<file path="src/rtl/cal_bank_pkg.sv">
package cal_bank_pkg;
  localparam int NREG = 10;
  localparam int DW   = 14;
  localparam int BW   = 16;
  localparam int BYW  = 8;
  localparam int HIW  = DW - BYW;
  localparam int IW   = $clog2(NREG);

  typedef enum logic [1:0] {
    SEL_ALL  = 2'b00,
    SEL_PAIR = 2'b01,
    SEL_OFF  = 2'b10,
    SEL_GAIN = 2'b11
  } sel_e;

  localparam logic [1:0] RD_CAL = 2'b10;
  localparam logic [IW-1:0] IDX_GAIN = IW'(0);
  localparam logic [IW-1:0] IDX_OFF  = IW'(1);

  function automatic logic [IW-1:0] seq_first(sel_e s);
    return (s == SEL_OFF) ? IDX_OFF : IDX_GAIN;
  endfunction

  function automatic logic [IW-1:0] seq_last(sel_e s);
    case (s)
      SEL_ALL:  return IW'(NREG - 1);
      SEL_PAIR: return IDX_OFF;
      SEL_OFF:  return IDX_OFF;
      default:  return IDX_GAIN;
    endcase
  endfunction
endpackage

</file>
<file path="src/rtl/cal_ptr.sv">
module cal_ptr
  import cal_bank_pkg::*;
(
  input  logic          clk,
  input  logic          rst,
  input  logic          ctl_we,
  input  logic [1:0]    ctl_sel,
  input  logic [1:0]    ctl_rdsel,
  input  logic          adv,
  output logic [IW-1:0] ptr,
  output logic [1:0]    sel_q,
  output logic [1:0]    rdsel_q
);
  logic [IW-1:0] first_cur, last_cur, first_new;

  always_comb begin
    first_cur = seq_first(sel_e'(sel_q));
    last_cur  = seq_last(sel_e'(sel_q));
    first_new = seq_first(sel_e'(ctl_sel));
  end

  always_ff @(posedge clk) begin
    if (rst) begin
      ptr     <= IDX_GAIN;
      sel_q   <= SEL_ALL;
      rdsel_q <= 2'b00;
    end else if (ctl_we) begin
      ptr     <= first_new;
      sel_q   <= ctl_sel;
      rdsel_q <= ctl_rdsel;
    end else if (adv) begin
      ptr <= (ptr == last_cur) ? first_cur : ptr + IW'(1);
    end
  end
endmodule

</file>
<file path="src/rtl/cal_host.sv">
module cal_host
  import cal_bank_pkg::*;
(
  input  logic       clk,
  input  logic       rst,
  input  logic       ctl_we,
  input  logic       dat_we,
  input  logic       dat_re,
  input  logic       byte_mode,
  input  logic       hi_byte,
  input  logic       eng_we,
  input  logic [1:0] rdsel_q,
  output logic       host_lo,
  output logic       host_hi,
  output logic       rd_en,
  output logic       adv,
  output logic       err
);
  logic rd_mode, wr_ok, completes;

  always_comb begin
    rd_mode   = (rdsel_q == RD_CAL);
    wr_ok     = dat_we && !rd_mode && !eng_we && !ctl_we;
    completes = !byte_mode || hi_byte;
    host_lo   = wr_ok && (!byte_mode || !hi_byte);
    host_hi   = wr_ok && completes;
    rd_en     = dat_re && rd_mode && !ctl_we;
    adv       = (wr_ok || rd_en) && completes;
  end

  always_ff @(posedge clk) begin
    if (rst)
      err <= 1'b0;
    else if (dat_we && rd_mode && !ctl_we)
      err <= 1'b1;
  end
endmodule

</file>
<file path="src/rtl/cal_store.sv">
module cal_store #(
  parameter int NREG = 10,
  parameter int DW   = 14,
  parameter int BW   = 16,
  parameter int BYW  = 8,
  localparam int HIW = DW - BYW,
  localparam int IW  = $clog2(NREG)
) (
  input  logic           clk,
  input  logic           rst,
  input  logic           wr_lo,
  input  logic           wr_hi,
  input  logic [IW-1:0]  waddr,
  input  logic [BYW-1:0] wlo,
  input  logic [HIW-1:0] whi,
  input  logic           rd_en,
  input  logic [IW-1:0]  raddr,
  input  logic           rd_byte,
  input  logic           rd_hi,
  output logic [BW-1:0]  rdata,
  output logic           rvalid
);
  logic [BYW-1:0] lo_mem [NREG];
  logic [HIW-1:0] hi_mem [NREG];
  logic           in_range;

  assign in_range = (int'(waddr) < NREG);

  always_ff @(posedge clk) begin
    if (wr_lo && in_range) lo_mem[waddr] <= wlo;
  end

  always_ff @(posedge clk) begin
    if (wr_hi && in_range) hi_mem[waddr] <= whi;
  end

  always_ff @(posedge clk) begin
    if (rst) begin
      rdata  <= '0;
      rvalid <= 1'b0;
    end else begin
      rvalid <= rd_en;
      if (rd_en) begin
        if (!rd_byte)
          rdata <= {{(BW-DW){1'b0}}, hi_mem[raddr], lo_mem[raddr]};
        else if (rd_hi)
          rdata <= {{(BW-HIW){1'b0}}, hi_mem[raddr]};
        else
          rdata <= {{(BW-BYW){1'b0}}, lo_mem[raddr]};
      end
    end
  end
endmodule

</file>
<file path="src/rtl/cal_bank.sv">
module cal_bank
  import cal_bank_pkg::*;
(
  input  logic          clk,
  input  logic          rst,
  input  logic          ctl_we,
  input  logic [1:0]    ctl_sel,
  input  logic [1:0]    ctl_rdsel,
  input  logic          dat_we,
  input  logic          dat_re,
  input  logic          byte_mode,
  input  logic          hi_byte,
  input  logic [BW-1:0] wdata,
  input  logic          eng_we,
  input  logic [IW-1:0] eng_idx,
  input  logic [DW-1:0] eng_data,
  output logic [BW-1:0] rdata,
  output logic          rvalid,
  output logic          err
);
  logic [IW-1:0]  ptr, waddr;
  logic [1:0]     sel_q, rdsel_q;
  logic           host_lo, host_hi, rd_en, adv;
  logic           wr_lo, wr_hi;
  logic [BYW-1:0] wlo;
  logic [HIW-1:0] whi;
  logic           unused_top;

  assign unused_top = ^wdata[BW-1:DW];

  cal_ptr u_ptr (
    .clk(clk), .rst(rst), .ctl_we(ctl_we), .ctl_sel(ctl_sel),
    .ctl_rdsel(ctl_rdsel), .adv(adv), .ptr(ptr), .sel_q(sel_q),
    .rdsel_q(rdsel_q)
  );

  cal_host u_host (
    .clk(clk), .rst(rst), .ctl_we(ctl_we), .dat_we(dat_we),
    .dat_re(dat_re), .byte_mode(byte_mode), .hi_byte(hi_byte),
    .eng_we(eng_we), .rdsel_q(rdsel_q), .host_lo(host_lo),
    .host_hi(host_hi), .rd_en(rd_en), .adv(adv), .err(err)
  );

  always_comb begin
    wr_lo = eng_we || host_lo;
    wr_hi = eng_we || host_hi;
    waddr = eng_we ? eng_idx : ptr;
    wlo   = eng_we ? eng_data[BYW-1:0] : wdata[BYW-1:0];
    if (eng_we)         whi = eng_data[DW-1:BYW];
    else if (byte_mode) whi = wdata[HIW-1:0];
    else                whi = wdata[DW-1:BYW];
  end

  cal_store #(.NREG(NREG), .DW(DW), .BW(BW), .BYW(BYW)) u_store (
    .clk(clk), .rst(rst), .wr_lo(wr_lo), .wr_hi(wr_hi), .waddr(waddr),
    .wlo(wlo), .whi(whi), .rd_en(rd_en), .raddr(ptr),
    .rd_byte(byte_mode), .rd_hi(hi_byte), .rdata(rdata), .rvalid(rvalid)
  );
endmodule

</file>
<file path="config.mk">
export PLATFORM = sky130hd
export DESIGN_NAME = cal_bank
export DESIGN_NICKNAME = d
export VERILOG_FILES = /design/src/rtl/cal_bank_pkg.sv /design/src/rtl/cal_ptr.sv /design/src/rtl/cal_host.sv /design/src/rtl/cal_store.sv /design/src/rtl/cal_bank.sv
export SDC_FILE = /design/constraint.sdc
export NUM_CORES = 1
export LEC_CHECK = 0
export BUFFER_PORTS_ARGS = -buffer_cell sky130_fd_sc_hd__clkbuf_2
export CORE_AREA = 5 5 123 125
export CTS_CLUSTER_SIZE = 30
export DETAILED_ROUTE_END_ITERATION = 10
export DIE_AREA = 0 0 128 130
export GPL_ROUTABILITY_DRIVEN = 0
export PLACE_DENSITY = 0.74
export SYNTH_ARGS = -nofsm -noshare
export SYNTH_HDL_FRONTEND = slang
export SYNTH_SLANG_ARGS = --single-unit
</file>
<file path="constraint.sdc">
create_clock -name clk -period 2.2 [get_ports clk]
set_input_delay 0.44 -clock clk [delete_from_list [all_inputs] [get_ports clk]]
set_output_delay 0.44 -clock clk [all_outputs]
set_load 0.02 [all_outputs]
</file>
==> results of run 1 <==
-- metal layers --
layer  part of all wire  vias up  GRT usage  wire length [µm]
met5                  0        -          0                 0
met4              0.019        0     0.0705               293
met3              0.084       22     0.0430              1280
met2               0.49      208      0.317              7360
met1               0.41     2075      0.257              6210
li1                   -     1965          -                 -
-- cell families (layout without fill, tap and decap cells) --
family,after synthesis,in the layout,share of synthesized area
AOI/OAI and AO/OA,76,76,0.0665
xor gates and xnor gates,1,1,0.00122
adders and majority gates,1,1,0.00174
buffers and inverters,35,133,0.0329
DFF,168,168,0.663
muxes,76,76,0.164
other,1,2,0.000522
and+or+nand+nor,96,96,0.0698
-- final cells by class --
cell class	instances	area, µm²	share of cell area
flip-flops and latches	168	4770	0.570
multi-input cells	252	2190	0.262
repair buffers	96	623	0.0746
clock buffers	18	429	0.0514
well taps	180	225	0.0270
clock inverters	14	106	0.0127
inverters	5	18.8	0.00225
-- power by group through the flow --
stage	logic (mW)	registers (mW)	clock network, mW
finish	0.459	3.55	2.62
global route	0.501	3.56	2.82
CTS	0.460	3.55	2.66
detailed placement	0.457	3.62	0
global placement	0.441	3.62	0
floorplan	0.295	3.62	0
-- state kept, by name (all words and copies together) (netlist names), named ones only --
register and cells:
u_ptr.sel_q 2, u_host.err 1, u_ptr.rdsel_q 2, u_ptr.ptr 4, u_store.lo_mem 80, u_store.hi_mem 60
u_store.rdata 14, u_store.rvalid 1
-- cells in the mapped netlist, types with 2 or more instances --
cell,count
sky130_fd_sc_hd__edfxtp_1,140
sky130_fd_sc_hd__nor2_1,38
sky130_fd_sc_hd__dfxtp_1,28
sky130_fd_sc_hd__mux2i_1,25
sky130_fd_sc_hd__mux2_2,23
sky130_fd_sc_hd__a21oi_1,20
sky130_fd_sc_hd__mux4_2,18
sky130_fd_sc_hd__o21ai_0,16
sky130_fd_sc_hd__nand2_1,13
sky130_fd_sc_hd__clkbuf_1,10
sky130_fd_sc_hd__mux4_1,10
sky130_fd_sc_hd__nor3b_1,9
sky130_fd_sc_hd__o21ai_1,8
sky130_fd_sc_hd__buf_6,7
sky130_fd_sc_hd__nand3_1,7
sky130_fd_sc_hd__buf_2,6
sky130_fd_sc_hd__o22a_1,6
sky130_fd_sc_hd__a31oi_1,5
sky130_fd_sc_hd__buf_4,5
sky130_fd_sc_hd__inv_1,5
sky130_fd_sc_hd__nand3b_1,5
sky130_fd_sc_hd__nor3_1,5
sky130_fd_sc_hd__o2bb2ai_1,5
sky130_fd_sc_hd__o31ai_1,3
sky130_fd_sc_hd__a211oi_1,2
sky130_fd_sc_hd__a221oi_1,2
sky130_fd_sc_hd__and2_1,2
sky130_fd_sc_hd__nand2b_1,2
sky130_fd_sc_hd__nor2b_1,2
sky130_fd_sc_hd__nor4_1,2
sky130_fd_sc_hd__o211ai_1,2
sky130_fd_sc_hd__or2_2,2
sky130_fd_sc_hd__or3_1,2
sky130_fd_sc_hd__or4_1,2
-- worst max-delay path, cell delays in order, from the launching register on --
cell and delay (ns):
sky130_fd_sc_hd__dfxtp_2 0.34, sky130_fd_sc_hd__buf_12 0.19, sky130_fd_sc_hd__buf_12 0.22, sky130_fd_sc_hd__mux4_2 0.52, sky130_fd_sc_hd__mux2i_1 0.28, sky130_fd_sc_hd__o22a_1 0.17, sky130_fd_sc_hd__o21ai_1 0.05
-- layout by cell type, fill, tap and decap left out, drive strengths merged, types with 3 or more instances in the layout --
master and n:
nor2 38, edfxtp 140, mux4 28, o31ai 3, mux2i 25, nor3b 9
o2bb2ai 5, nor2b 3, clkbuf 77, clkinvlp 7, nand3 7, buf 37
nand3b 5, inv 5, nor3 5, clkinv 7, o22a 6, mux2 23
o21ai 24, dfxtp 28, a31oi 5, a21oi 20, nand2 13
-- final timing paths --
kind	startpoint	to	slack (ns)	depth (start not counted)
max	flip-flop	u_store.rdata[2]$_SDFFE_PP0P_	0.28	6
min	ctl_rdsel[1]	u_ptr.rdsel_q[1]$_SDFFE_PP0P_	0.25	3
max reg2reg	flip-flop	u_store.rdata[2]$_SDFFE_PP0P_	0.28	6
min reg2reg	u_store.rdata[6]$_SDFFE_PP0P_	u_store.rdata[6]$_SDFFE_PP0P_	0.47	2
==> run metrics, run 1 <==
initial DRC count 468; total placed cells including tap cells ~700; hold-fix buffers at CTS 0; wire length of the first global-routing pass 24100 µm; Placement Cell Area 7820 µm²; number of hold-slack violations in the final timing report 0; kind of end point of the critical path flip-flop; sequential cell fraction of total power 0.536; RSZ-0062 raised after global routing no; clock tree from TritonCTS done; count of cell types in the netlist just over 50; Final Cycle Share 0.871; overall power of the completed layout ~6.6 mW; top_reg_cell synth sky130_fd_sc_hd__edfxtp_1; H-tree lvl count 4; DRC errors left 0; core area 13800 µm²; area leader, netlist sky130_fd_sc_hd__edfxtp_1; worst-skew pair later-pin latency between 0.4 and 0.5 ns; Top-Level Pins 64; leakage power total ~2.8 nW; maximum clock insertion buffer count 2; net switching power of the design roughly 1.5 mW; global router's overall resource usage 0.193; vias after detailed routing 4270; overall die area 16600 µm²; final setup TNS 0 ns; flip-flop and latch count after synthesis roughly 170; number of rows created at floorplan 43; clock transition time at the flip-flop clock pins of the worst setup and hold paths around 0.06 ns; final-layout worst hold slack 0.252 ns; critical-path maximum fanout 22; first-pass iteration count of the detailed router 5; sequential area share after synthesis 0.663; share of the core filled with cells 0.607; count of final setup violators 0; peak supply drop 0.513 mV; final layout net count 587; cell area after synthesis 7180 µm²; Internal Dissipation 5.16 mW; Remaining Overflow, GRT 0; detailed-route wire length per cell 20.7 µm; number of input and output port buffers inserted 59; post-cts repair resize count 0; area growth from synthesis to layout 16.3%; part of the total power dissipated in combinational logic 0.069; placed wire-length estimate 10600 µm; Finished Layout Cells between 700 and 800; post-layout minimum cycle time 1.92 ns; number of global-route vias before repair 4491; pin count of the biggest net entering global routing 29; worst-margin pin slew 1.21 ns; type of the tightest min-delay check primary input to flip-flop; number of max-slew violations in the final report 0; highest achievable clock rate 522 MHz; part of the power in the clock network 0.395; Pwr per Cell Area 793 nW/µm²; post-synth top area share 0.585; Sw Share 0.221; Synth warnings 0; fill cell instance count of the final layout ~1000; Req. time, crit path approximately 2.5 ns; DIE WIDTH 128 µm; number of enable-type register cells in the synthesized netlist 140; root buffer cell sky130_fd_sc_hd__clkbuf_16; number of standard cells after synthesis 454; Setup WS pre-CTS between 0.06 and 0.07 ns; cell types occupying the most area after synthesis sky130_fd_sc_hd__edfxtp_1 (59%), sky130_fd_sc_hd__dfxtp_1 (7.8%), sky130_fd_sc_hd__mux4_2 (5.6%); number of antenna violations at the first check in global routing 0; area of all placed cells without fillers 8350 µm²; layout cell share with drive strength beyond 1 0.313; setup bufs post-CTS 0; clock sink total approximately 170; status complete, no violations; post-route setup slack ~0.28 ns; Slew HR 0.183; count of antenna diodes in the layout 0; TritonCTS Buffers 17; wire length reported by the detailed router 15100 µm; Die Span Y 130 µm; startpoint-to-endpoint class of the critical path flip-flop to flip-flop; Post-DRT Antenna Nets 0; max_cap viols 0; worst clock skew 0.00663 ns; arrival time at the worst endpoint 2.22 ns; Initial Utilization 0.522; mean number of vias per cell 5.83; kind of start point of the critical path flip-flop; average footprint of a synthesized cell 15.8 µm²; share of flip-flops with an asynchronous set or reset after synthesis 0
Note: power is estimated with default switching activity, not from simulation.
==> run 2: changes to the inputs <==
BUFFER_PORTS_ARGS = -buffer_cell sky130_fd_sc_hd__buf_2   (was -buffer_cell sky130_fd_sc_hd__clkbuf_2)
==> run metrics, run 2 (same netlist as run 1, synthesis figures left out) <==
clock sink total 168 (unchanged); type of the tightest min-delay check primary input to flip-flop; most common library cell in the layout ignoring fill and taps sky130_fd_sc_hd__edfxtp_1; Post-DRT Antenna Nets 0 (unchanged); status complete, no violations; number of global-route vias before repair 4408 (-1.8%); highest achievable clock rate 508 MHz (-2.7%); number of hold-slack violations in the final timing report 0 (unchanged); Req. time, crit path 2.51 ns (about the same); pin count of the biggest net entering global routing 20 (-31%); number of max-slew violations in the final report 0 (unchanged); reg2reg setup slack 0.23 ns (-0.05 ns); Top-Level Pins 64 (unchanged); fill cell instance count of the final layout 1056 (+1.4%); kind of end point of the critical path flip-flop; Biggest register u_store.lo_mem; Slew HR 0.230 (+0.0466); area growth from synthesis to layout 16.9%; count of antenna diodes in the layout 0 (unchanged); Placement Cell Area 7790 µm² (-0.38%); detailed-route wire length per cell 21.0 µm (+1.8%); initial DRC count 405 (-13%); Initial Utilization 0.522 (unchanged); arrival time at the worst endpoint 2.28 ns (+0.06 ns); Final Cycle Share 0.895 (+0.0239); worst-skew pair later-pin latency 0.43 ns (about the same); capture instance of the worst register-to-register path u_store.rdata[7]$_SDFFE_PP0P_; end point of the worst hold path u_ptr.rdsel_q[1]$_SDFFE_PP0P_; worst clock skew 0.00738 ns (+0.000750 ns); critical-path maximum fanout 12 (-45%); final setup TNS 0 ns (unchanged); worst hold stages 3 (unchanged); number of input and output port buffers inserted 59 (unchanged); Die Span Y 130 µm (unchanged); worst-margin pin slew 1.14 ns (-0.0691 ns); placed wire-length estimate 10700 µm (+1.4%); Pwr per Cell Area 838 nW/µm² (+5.7%); setup bufs post-CTS 0 (unchanged); maximum clock insertion buffer count 2 (unchanged); DRC errors left 0 (unchanged); mean number of vias per cell 5.91 (+1.5%); startpoint-to-endpoint class of the critical path flip-flop to flip-flop; final layout net count 588 (+0.17%); vias after detailed routing 4340 (+1.6%); H-tree lvl count 4 (unchanged); core area 13800 µm² (unchanged); Remaining Overflow, GRT 0 (unchanged); clock tree from TritonCTS done; DIE WIDTH 128 µm (unchanged); max_cap viols 0 (unchanged); number of antenna violations at the first check in global routing 0 (unchanged); overall die area 16600 µm² (unchanged); global router's overall resource usage 0.195 (+0.00131); number of flip-flops in the largest register 80 (unchanged); wire length reported by the detailed router 15400 µm (+2.0%); post-layout minimum cycle time 1.97 ns (+0.0525 ns); count of final setup violators 0 (unchanged); area of all placed cells without fillers 8400 µm² (+0.52%); Hold Startpoint ctl_rdsel[1]; peak supply drop 0.496 mV (-3.4%); leading cell types in the layout, fill and taps excluded sky130_fd_sc_hd__edfxtp_1 (140), sky130_fd_sc_hd__buf_2 (59), sky130_fd_sc_hd__nor2_1 (38); R2R depth 5 (-1); wire length of the first global-routing pass 24000 µm (-0.51%); leakage power total 2.90 nW (+1.9%); layout cell share with drive strength beyond 1 0.310 (-0.00237); number of rows created at floorplan 43 (unchanged); root buffer cell sky130_fd_sc_hd__clkbuf_16; first-pass iteration count of the detailed router 5 (unchanged); kind of start point of the critical path flip-flop; RSZ-0062 raised after global routing no; largest registers u_store.lo_mem (80), u_store.hi_mem (60), u_store.rdata (14); post-cts repair resize count 0 (unchanged); hold-fix buffers at CTS 0 (unchanged); clock transition time at the flip-flop clock pins of the worst setup and hold paths 0.06 ns (about the same); TritonCTS Buffers 17 (unchanged)
==> run 2: layout make-up <==
class / count / area (µm²) / area share
clock buffer: 17 / 425 / 0.0507
tap: 180 / 225 / 0.0268
sequential: 168 / 4770 / 0.567
timing repair buffer: 97 / 593 / 0.0706
inverter: 5 / 18.8 / 0.00223
clock inverter: 15 / 184 / 0.0219
multi-input combinational: 252 / 2190 / 0.260
==> run 2: power breakdown <==
part,total (mW),switching [mW],internal [mW]
registers,3.56,0.0297,3.53
logic,0.449,0.261,0.188
clock network,3.04,1.16,1.88
==> run 2: layer usage <==
| metal | vias to the layer above | GRT usage | share of wire |
|---|---|---|---|
| met2 | 199 | 0.311 | 0.49 |
| met1 | 2138 | 0.255 | 0.40 |
| met3 | 37 | 0.0487 | 0.084 |
| met5 | - | 0 | 0 |
| li1 | 1966 | - | - |
| met4 | 0 | 0.0868 | 0.030 |
==> run 2: stage by stage <==
| step | utilization | instances | hold slack (ns) | power, mW | worst slack, ns |
|---|---|---|---|---|---|
| CTS | 0.610 | 734 | 0.256 | 7.08 | 0.207 |
| global route | 0.610 | 734 | 0.274 | 7.27 | 0.115 |
| floorplan | - | 455 | 0.490 | 3.91 | 0.154 |
| finish | 0.610 | 734 | 0.269 | 7.04 | 0.232 |
| detailed placement | 0.565 | 702 | 0.454 | 4.07 | 0.0384 |
| global placement | 0.565 | 702 | 0.446 | 4.05 | 0.201 |
==> run 2: how the worst max path moves through the flow <==
stage	from	endpoint	slack (ns)	cells after the start
5_1_grt	flip-flop	u_store.rdata[7]$_SDFFE_PP0P_	0.12	5
3_3_place_gp	byte_mode	u_store.hi_mem[3][2]$_DFFE_PP_	0.20	3
2_1_floorplan	byte_mode	u_store.lo_mem[5][0]$_DFFE_PP_	0.15	6
3_5_place_dp	byte_mode	u_store.hi_mem[7][0]$_DFFE_PP_	0.04	3
4_1_cts	flip-flop	u_store.rdata[7]$_SDFFE_PP0P_	0.21	5
6_report	flip-flop	u_store.rdata[7]$_SDFFE_PP0P_	0.23	5
==> run 2: worst max-delay path, cell delays in order (launching register included) <==
cell and delay (ns):
sky130_fd_sc_hd__dfxtp_2 0.45, sky130_fd_sc_hd__buf_4 0.31, sky130_fd_sc_hd__mux4_2 0.53, sky130_fd_sc_hd__mux2_2 0.29, sky130_fd_sc_hd__o21ai_1 0.18, sky130_fd_sc_hd__a21oi_1 0.10
